### src/rtl/uart_mcr_pkg.sv
package uart_mcr_pkg;

    localparam int DATA_W   = 8;
    localparam int CTL_BITS = 5;

    // Stored control bits, MSB first: bit4 .. bit0
    typedef struct packed {
        logic loop;
        logic out2;
        logic out1;
        logic rts;
        logic dtr;
    } mcr_t;

    // Modem status, active high
    typedef struct packed {
        logic dcd;
        logic ri;
        logic dsr;
        logic cts;
    } mstat_t;

    function automatic mcr_t mcr_from_byte(input logic [DATA_W-1:0] b);
        return mcr_t'(b[CTL_BITS-1:0]);
    endfunction

    function automatic logic [DATA_W-1:0] mcr_to_byte(input mcr_t m);
        return {{(DATA_W-CTL_BITS){1'b0}}, m};
    endfunction

    function automatic mstat_t stat_from_ctl(input mcr_t m);
        mstat_t s;
        s.dsr = m.dtr;
        s.cts = m.rts;
        s.ri  = m.out1;
        s.dcd = m.out2;
        return s;
    endfunction

endpackage

### src/rtl/mcr_reg.sv
module mcr_reg
    import uart_mcr_pkg::*;
#(
    parameter int ADDR_W = 3,
    parameter int OFFSET = 4
) (
    input  logic              clk,
    input  logic              rst,
    input  logic [ADDR_W-1:0] addr,
    input  logic              we,
    input  logic [DATA_W-1:0] wdata,
    output mcr_t              ctl,
    output logic [DATA_W-1:0] rdata
);
    localparam logic [ADDR_W-1:0] HIT_ADDR = ADDR_W'(OFFSET);

    logic hit;
    assign hit = (addr == HIT_ADDR);

    always_ff @(posedge clk) begin
        if (rst)
            ctl <= '0;
        else if (we && hit)
            ctl <= mcr_from_byte(wdata);
    end

    assign rdata = hit ? mcr_to_byte(ctl) : '0;

    assert_write_stores_R2: assert property (@(posedge clk) disable iff (rst)
        (we && hit) |=> (ctl == $past(wdata[CTL_BITS-1:0])));

    assert_other_holds_R3: assert property (@(posedge clk) disable iff (rst)
        !(we && hit) |=> $stable(ctl));

endmodule

### src/rtl/mcr_serial_mux.sv
module mcr_serial_mux (
    input  logic loop,
    input  logic tx_shift_out,
    input  logic rxd,
    output logic txd,
    output logic rx_shift_in
);
    always_comb begin
        if (loop) begin
            txd         = 1'b1;
            rx_shift_in = tx_shift_out;
        end else begin
            txd         = tx_shift_out;
            rx_shift_in = rxd;
        end
    end
endmodule

### src/rtl/mcr_modem_mux.sv
module mcr_modem_mux
    import uart_mcr_pkg::*;
(
    input  mcr_t   ctl,
    input  mstat_t pins_n,
    input  logic   irq_req,
    output logic   dtr_n,
    output logic   rts_n,
    output mstat_t stat,
    output logic   irq_out,
    output logic   irq_oe
);
    always_comb begin
        if (ctl.loop) begin
            dtr_n = 1'b1;
            rts_n = 1'b1;
            stat  = stat_from_ctl(ctl);
        end else begin
            dtr_n = ~ctl.dtr;
            rts_n = ~ctl.rts;
            stat  = ~pins_n;
        end
        irq_oe  = ctl.out2;
        irq_out = irq_req & ctl.out2;
    end
endmodule

### src/rtl/uart_mcr_loop.sv
module uart_mcr_loop
    import uart_mcr_pkg::*;
#(
    parameter int ADDR_W = 3,
    parameter int OFFSET = 4
) (
    input  logic              clk,
    input  logic              rst,
    input  logic [ADDR_W-1:0] bus_addr,
    input  logic              bus_we,
    input  logic [DATA_W-1:0] bus_wdata,
    output logic [DATA_W-1:0] bus_rdata,
    input  logic              tx_shift_out,
    output logic              rx_shift_in,
    output logic              txd,
    input  logic              rxd,
    input  logic              cts_n,
    input  logic              dsr_n,
    input  logic              ri_n,
    input  logic              dcd_n,
    output logic              dtr_n,
    output logic              rts_n,
    output logic              msr_cts,
    output logic              msr_dsr,
    output logic              msr_ri,
    output logic              msr_dcd,
    input  logic              irq_req,
    output logic              irq_out,
    output logic              irq_oe
);
    localparam logic [ADDR_W-1:0] HIT_ADDR = ADDR_W'(OFFSET);

    mcr_t   ctl;
    mstat_t pins_n;
    mstat_t stat;

    assign pins_n.cts = cts_n;
    assign pins_n.dsr = dsr_n;
    assign pins_n.ri  = ri_n;
    assign pins_n.dcd = dcd_n;

    mcr_reg #(.ADDR_W(ADDR_W), .OFFSET(OFFSET)) u_reg (
        .clk   (clk),
        .rst   (rst),
        .addr  (bus_addr),
        .we    (bus_we),
        .wdata (bus_wdata),
        .ctl   (ctl),
        .rdata (bus_rdata)
    );

    mcr_serial_mux u_ser (
        .loop         (ctl.loop),
        .tx_shift_out (tx_shift_out),
        .rxd          (rxd),
        .txd          (txd),
        .rx_shift_in  (rx_shift_in)
    );

    mcr_modem_mux u_mdm (
        .ctl     (ctl),
        .pins_n  (pins_n),
        .irq_req (irq_req),
        .dtr_n   (dtr_n),
        .rts_n   (rts_n),
        .stat    (stat),
        .irq_out (irq_out),
        .irq_oe  (irq_oe)
    );

    assign msr_cts = stat.cts;
    assign msr_dsr = stat.dsr;
    assign msr_ri  = stat.ri;
    assign msr_dcd = stat.dcd;

    assert_loop_pins_high_R10: assert property (@(posedge clk) disable iff (rst)
        bus_rdata[4] |-> (dtr_n && rts_n && txd));

    assert_loop_rx_follows_tx_R7: assert property (@(posedge clk) disable iff (rst)
        bus_rdata[4] |-> (rx_shift_in == tx_shift_out));

    assert_oe_matches_out2_R5: assert property (@(posedge clk) disable iff (rst)
        (bus_addr == HIT_ADDR) |-> (irq_oe == bus_rdata[3]));

    assert_no_drive_when_off_R5: assert property (@(posedge clk) disable iff (rst)
        !irq_oe |-> !irq_out);

endmodule

### config.mk
export PLATFORM = sky130hd
export DESIGN_NAME = uart_mcr_loop
export DESIGN_NICKNAME = d
export VERILOG_FILES = /design/src/rtl/uart_mcr_pkg.sv /design/src/rtl/mcr_reg.sv /design/src/rtl/mcr_serial_mux.sv /design/src/rtl/mcr_modem_mux.sv /design/src/rtl/uart_mcr_loop.sv
export SDC_FILE = /design/constraint.sdc
export NUM_CORES = 1
export LEC_CHECK = 0
export ABC_AREA = 1
export BUFFER_PORTS_ARGS = -buffer_cell sky130_fd_sc_hd__buf_2
export CAP_MARGIN = 20
export CORE_AREA = 5 5 42 44
export CTS_CLUSTER_SIZE = 16
export DETAILED_ROUTE_END_ITERATION = 8
export DIE_AREA = 0 0 47 49
export PLACE_DENSITY = 0.69
export SYNTH_ARGS = -nofsm -noshare
export SYNTH_HDL_FRONTEND = slang
export SYNTH_SLANG_ARGS = --single-unit
### constraint.sdc
create_clock -name clk -period 0.9 [get_ports clk]
set_input_delay 0.135 -clock clk [delete_from_list [all_inputs] [get_ports clk]]
set_output_delay 0.135 -clock clk [all_outputs]
set_load 0.005 [all_outputs]
==> results of run 1 <==
[through the flow]
step	total power [W]	util	setup slack (ns)	hold WS [ns]	instances
after global routing	0.0007254	0.4786	-0.2323	0.1910	124
after floorplan	0.0003142	-	0.06323	0.3267	72
after global placement	0.0003855	0.4134	0.03722	0.4364	119
after CTS	0.0006751	0.4491	-0.1905	0.1636	124
final	0.0006796	0.4786	-0.1923	0.1614	124
after detailed placement	0.0003896	0.4134	0.02263	0.4385	119
[worst max-delay path, stage by stage, from the launching register on]
cell and delay [ns]:
dfxtp_4 0.35, buf_6 0.13, nand2_2 0.05, o21ai_2 0.05, buf_2 0.12
[worst paths after layout]
| kind | from | end | slack [ns] | cells after the start |
|---|---|---|---|---|
| setup reg to reg | u_reg.ctl[2] | u_reg.ctl[2] | 0.16 | 5 |
| hold reg to reg | u_reg.ctl[0] | u_reg.ctl[0] | 0.54 | 4 |
| setup / recovery | u_reg.ctl[4] | msr_cts | -0.19 | 4 |
| hold / removal | rst | u_reg.ctl[2] | 0.16 | 4 |
[metal layers]
layer / wire length (um) / up-vias / part of all wire / global-route usage
met5: 0 / - / 0 / 0
met4: 45 / 0 / 0.040 / 0.09677
met3: 158 / 5 / 0.14 / 0.04797
met2: 536 / 24 / 0.48 / 0.1561
met1: 381 / 195 / 0.34 / 0.1050
li1: - / 276 / - / -
[synthesized netlist by cell type]
library cell / instances
nand4_1: 5
dfxtp_1: 5
o21ai_0: 5
nand3_4: 1
nor2_4: 1
nor2_1: 10
buf_4: 4
conb_1: 1
nand2_1: 20
inv_1: 18
[cells by family (layout without fill, tap and decap cells)]
logic type,Yosys count,in the layout,share of synthesized area
compound gates,5,5,0.06269
flops,5,5,0.2508
buf+inv,22,58,0.2445
other cells,1,3,0.009395
simple gates,37,37,0.4326
[power by group]
| part | internal [W] | total, W | switching [W] |
|---|---|---|---|
| Clock | 0.000169 | 0.000275 | 0.000107 |
| Sequential | 0.000228 | 0.000237 | 0.00000920 |
| Combinational | 0.0000837 | 0.000168 | 0.0000838 |
| Total | 0.000480 | 0.000680 | 0.000200 |
[final cells by class]
type / instances / share of cell area
Sequential cell: 5 / 0.1660
Multi-Input combinational cell: 45 / 0.3563
Inverter: 18 / 0.1045
Clock buffer: 4 / 0.03918
Timing Repair Buffer: 36 / 0.3041
Tap cell: 16 / 0.02985
[what timing repair did]
action | in CTS | in global routing
endpoints found under the setup margin | 14 | 14
gates resized for setup | 17 | 15
setup buffers | 1 | 0
hold buffers | 0 | 0
gates cloned | 0 | 0
pin swaps | 10 | 3
==> summary.md, run 1 <==
| Metric | Value |
|---|---|
| Post-route cell area | `670.6 um^2` |
| Synthesized netlist cell count | `70` |
| Setup WS post-layout | `-0.1923 ns` |
| Most frequent cells in the layout | `buf_2 (31), nand2_1 (15), inv_1 (12)` |
| Setup TNS | `-1.506 ns` |
| Vias per cell | `4.032` |
| Fmax | `915.5 MHz` |
| Area after DPL | `579.3 um^2` |
| Mean Syn Cell Area | `5.702 um^2` |
| Nets | `130` |
| IO Pins | `39` |
| Total grt overflow | `0` |
| Routed Antenna Nets | `0` |
| Final setup vio count | `14` |
| Final period util | `1.214` |
| Worst setup SP type | `flip-flop` |
| Global-route wire length before repair | `1.725 mm` |
| Wirelength, routed | `1.121 mm` |
| Core area | `1401 um^2` |
| Peak fanout along the critical path | `4` |
| Clock Skews | `0 ns` |
| Worst skew pair latency | `0.25 ns` |
| Core Rows | `14` |
| Count of warnings emitted by yosys | `0` |
| Final worst path period need | `1.092 ns` |
| Clock sinks | `5` |
| Max-slew violation count | `0` |
| Die Height | `49 um` |
| Avg WL per Cell | `9.040 um` |
| Synth Cell Area | `399.1 um^2` |
| Root Driver | `clkbuf_4` |
| Area grow syn2layout | `68.02%` |
| Sequential-to-total area share from yosys stat | `0.2508` |
| Vias in the first global route | `441` |
| Layout cells sized above 1 | `0.5741` |
| Max reg flops | `5` |
| PortBufs | `32` |
| Worst path required time | `0.76 ns` |
| Largest net degree at the start of global routing | `8` |
| Maximum vdd drop | `0.4824 mV` |
| CTS H-tree depth | `1` |
| Total of max-cap violations | `0` |
| Initial Util | `0.2848` |
| Total CTS buffers | `3` |
| Static leakage | `0.3851 nW` |
| Most common cell after layout, fill and taps aside | `buf_2` |
| GRT Overall Usage | `0.1062` |
| Worst-path clk slew | `0.05 ns` |
| Register area | `111.4 um^2` |
| N_diodes | `0` |
| HPWL reported at the end of detailed placement | `941 um` |
| Initial DRC count | `4` |
| Failing checks | `negative setup slack` |
| Worst min-delay path category | `in2reg` |
| Area contributors post-synth | `dfxtp_1 (25%), nand2_1 (19%), inv_1 (17%)` |
| Initial antenna violation count | `0` |
| Synth Register Bits | `5` |
| Netlist cell types | `10` |
| CP arrival | `0.96 ns` |
| Die width | `47 um` |
| TritonRoute pass-1 iters | `3` |
| Top Registers | `u_reg.ctl x5` |
| RSZ-0062 raised after global routing | `yes` |
| Fill count | `162` |
| Drc violations | `0` |
| Status | `finished, violations left` |
| TritonCTS clock tree | `yes` |
| CTS max path bufs | `2` |
| Cell accounting for the most synthesized area | `dfxtp_1` |
| Hold Fails Final Rpt | `0` |
| Worst Setup End Kind | `primary output` |
| Largest Register | `u_reg.ctl` |
| Critical path class | `reg2out` |
| Multi-input logic area | `239.0 um^2` |
| Global placer's final weighted congestion | `0.7324` |
| Vias | `500` |
| Die area | `2303 um^2` |
| Yosys top cell area share | `0.2508` |
| Pwr dens | `1013 nW/um^2` |
Note: power is estimated with default switching activity, not from simulation.
==> run 2: changes to the inputs <==
Settings changed: SKIP_LAST_GASP set to 1.
==> run 2 against run 1 <==
Net effect:
- the run still ends with negative setup slack left
- sequential power about the same
- design area decreased by 4.1%
- first-iteration DRC count did not move
- highest routed layer unchanged
- non-clock buffer count did not move
- critical path depth did not move
- hold slack is essentially flat
- worst setup slack lost 0.027 ns
- clock-buffer cell count unchanged
==> summary.md, run 2 (synthesis gave the netlist of run 1 again) <==
| Metric | Value |
|---|---|
| HPWL reported at the end of detailed placement | `941 um` |
| Total grt overflow | `0` |
| Worst path required time | `0.76 ns` |
| Worst reg2reg setup slack | `0.17 ns` |
| PortBufs | `32` |
| Nets | `130` |
| Static leakage | `0.3804 nW` |
| Final period util | `1.243` |
| Peak fanout along the critical path | `4` |
| Final setup vio count | `14` |
| Worst-path clk slew | `0.05 ns` |
| Worst skew pair latency | `0.25 ns` |
| Worst Setup End Kind | `primary output` |
| Hold buffers post-CTS | `0` |
| CTS max path bufs | `2` |
| RSZ-0062 raised after global routing | `yes` |
| Post-layout total power | `0.0006735 W` |
| Die width | `47 um` |
| Top Registers | `u_reg.ctl x5` |
| Worst setup SP type | `flip-flop` |
| TritonRoute pass-1 iters | `3` |
| Most common cell after layout, fill and taps aside | `buf_2` |
| Worst r2r src | `u_reg.ctl[2]` |
| Max reg flops | `5` |
| CP arrival | `0.98 ns` |
| Status | `finished, violations left` |
| Clock Skews | `0 ns` |
| Vias per cell | `4.008` |
| Layout cells sized above 1 | `0.5185` |
| Total of max-cap violations | `0` |
| Failing checks | `negative setup slack` |
| R2r endpoint | `u_reg.ctl[2]` |
| Core area | `1401 um^2` |
| Fmax | `893.8 MHz` |
| Vias | `497` |
| Max-slew violation count | `0` |
| N_diodes | `0` |
| Worst min-delay path category | `in2reg` |
| Maximum vdd drop | `0.4812 mV` |
| Drc violations | `0` |
| Die area | `2303 um^2` |
| Total CTS buffers | `3` |
| Global placer's final weighted congestion | `0.7324` |
| Critical Path Sink | `msr_dcd` |
| Hold Fails Final Rpt | `0` |
| Area grow syn2layout | `61.13%` |
| TritonCTS clock tree | `yes` |
| Final worst path period need | `1.119 ns` |
| Most frequent cells in the layout | `buf_2 (32), nand2_1 (18), inv_1 (13)` |
| Initial DRC count | `4` |
| Wirelength, routed | `1.103 mm` |
| Fill count | `167` |
| Core Rows | `14` |
| Initial Util | `0.2848` |
| Global-route wire length before repair | `1.725 mm` |
| IO Pins | `39` |
| Largest Register | `u_reg.ctl` |
| Die Height | `49 um` |
| Setup WS post-layout | `-0.2189 ns` |
| Finished Core Util | `0.4589` |
| GRT Overall Usage | `0.1062` |
| Critical path class | `reg2out` |
| Clock sinks | `5` |
| Largest net degree at the start of global routing | `8` |
| Vias in the first global route | `441` |
| Pwr dens | `1047 nW/um^2` |
| Avg WL per Cell | `8.895 um` |
| CTS H-tree depth | `1` |
| Root Driver | `clkbuf_4` |
| Reg2Reg Depth | `5` |
| Setup TNS | `-1.534 ns` |
| Crit path from | `u_reg.ctl[4]` |
| Routed Antenna Nets | `0` |
| Initial antenna violation count | `0` |
## run 2: cell types whose count changed in the layout (fill, tap and decap cells not counted)
| cell | change |
|---|---|
| nand2_1 | +3 |
| nand2_2 | -3 |
| o21ai_1 | +2 |
| dfxtp_2 | +1 |
| dfxtp_4 | -1 |
| inv_1 | +1 |
| buf_2 | +1 |
| inv_2 | -1 |
| buf_4 | +1 |
| buf_6 | -2 |
| o21ai_2 | -2 |
## run 2: cell type report
cell class | count | area, um^2 | share of cell area
multi-input cells | 45 | 224.0 | 0.3482
repair buffers | 36 | 193.9 | 0.3016
flip-flops and latches | 5 | 108.9 | 0.1693
inverters | 18 | 70.07 | 0.1089
clock buffers | 4 | 26.28 | 0.04086
well taps | 16 | 20.02 | 0.03113
## run 2: metrics by stage
step	hold slack (ns)	area [um^2]	setup slack, ns	cells
floorplan	0.3267	406.6	0.06323	72
global placement	0.4364	579.3	0.03722	119
detailed placement	0.4385	579.3	0.02263	119
CTS	0.1636	625.6	-0.1905	124
global route	0.1910	643.1	-0.2571	124
finish	0.1612	643.1	-0.2189	124
## run 2: per-layer routing
metal / vias to the layer above / share of wire / GRT usage
li1: 276 / - / -
met5: - / 0 / 0
met2: 24 / 0.47 / 0.1561
met4: 0 / 0.041 / 0.09677
met3: 5 / 0.14 / 0.04797
met1: 192 / 0.35 / 0.1050
## run 2: worst min-delay path by stage
| stage | startpoint | endpoint | slack, ns | depth (start not counted) |
|---|---|---|---|---|
| after detailed placement | rst | u_reg.ctl[2] | 0.44 | 4 |
| after floorplan | rst | u_reg.ctl[0] | 0.33 | 3 |
| after CTS | rst | u_reg.ctl[2] | 0.16 | 4 |
| after global placement | rst | u_reg.ctl[2] | 0.44 | 4 |
| after global routing | rst | u_reg.ctl[1] | 0.19 | 4 |
| final | rst | u_reg.ctl[2] | 0.16 | 4 |
## run 2: repair_timing
action / in CTS / in global routing
buffers inserted: 1 / 0
resized for setup: 15 / 8
pin swaps: 7 / 6
endpoints found under the setup margin: 14 / 14
## run 2: worst max-delay path, cell delays in order, from the launching register on
cell,delay [ns]
dfxtp_4,0.35
buf_4,0.14
nand2_1,0.07
o21ai_2,0.05
buf_2,0.12
## run 2: power breakdown
group          switching (W)  leakage (nW)  total, W  internal (W)
registers         0.00000808        0.0433  0.000238      0.000230
logic              0.0000808         0.322  0.000160     0.0000794
clock network       0.000107        0.0150  0.000275      0.000169
total               0.000196         0.380  0.000674      0.000478
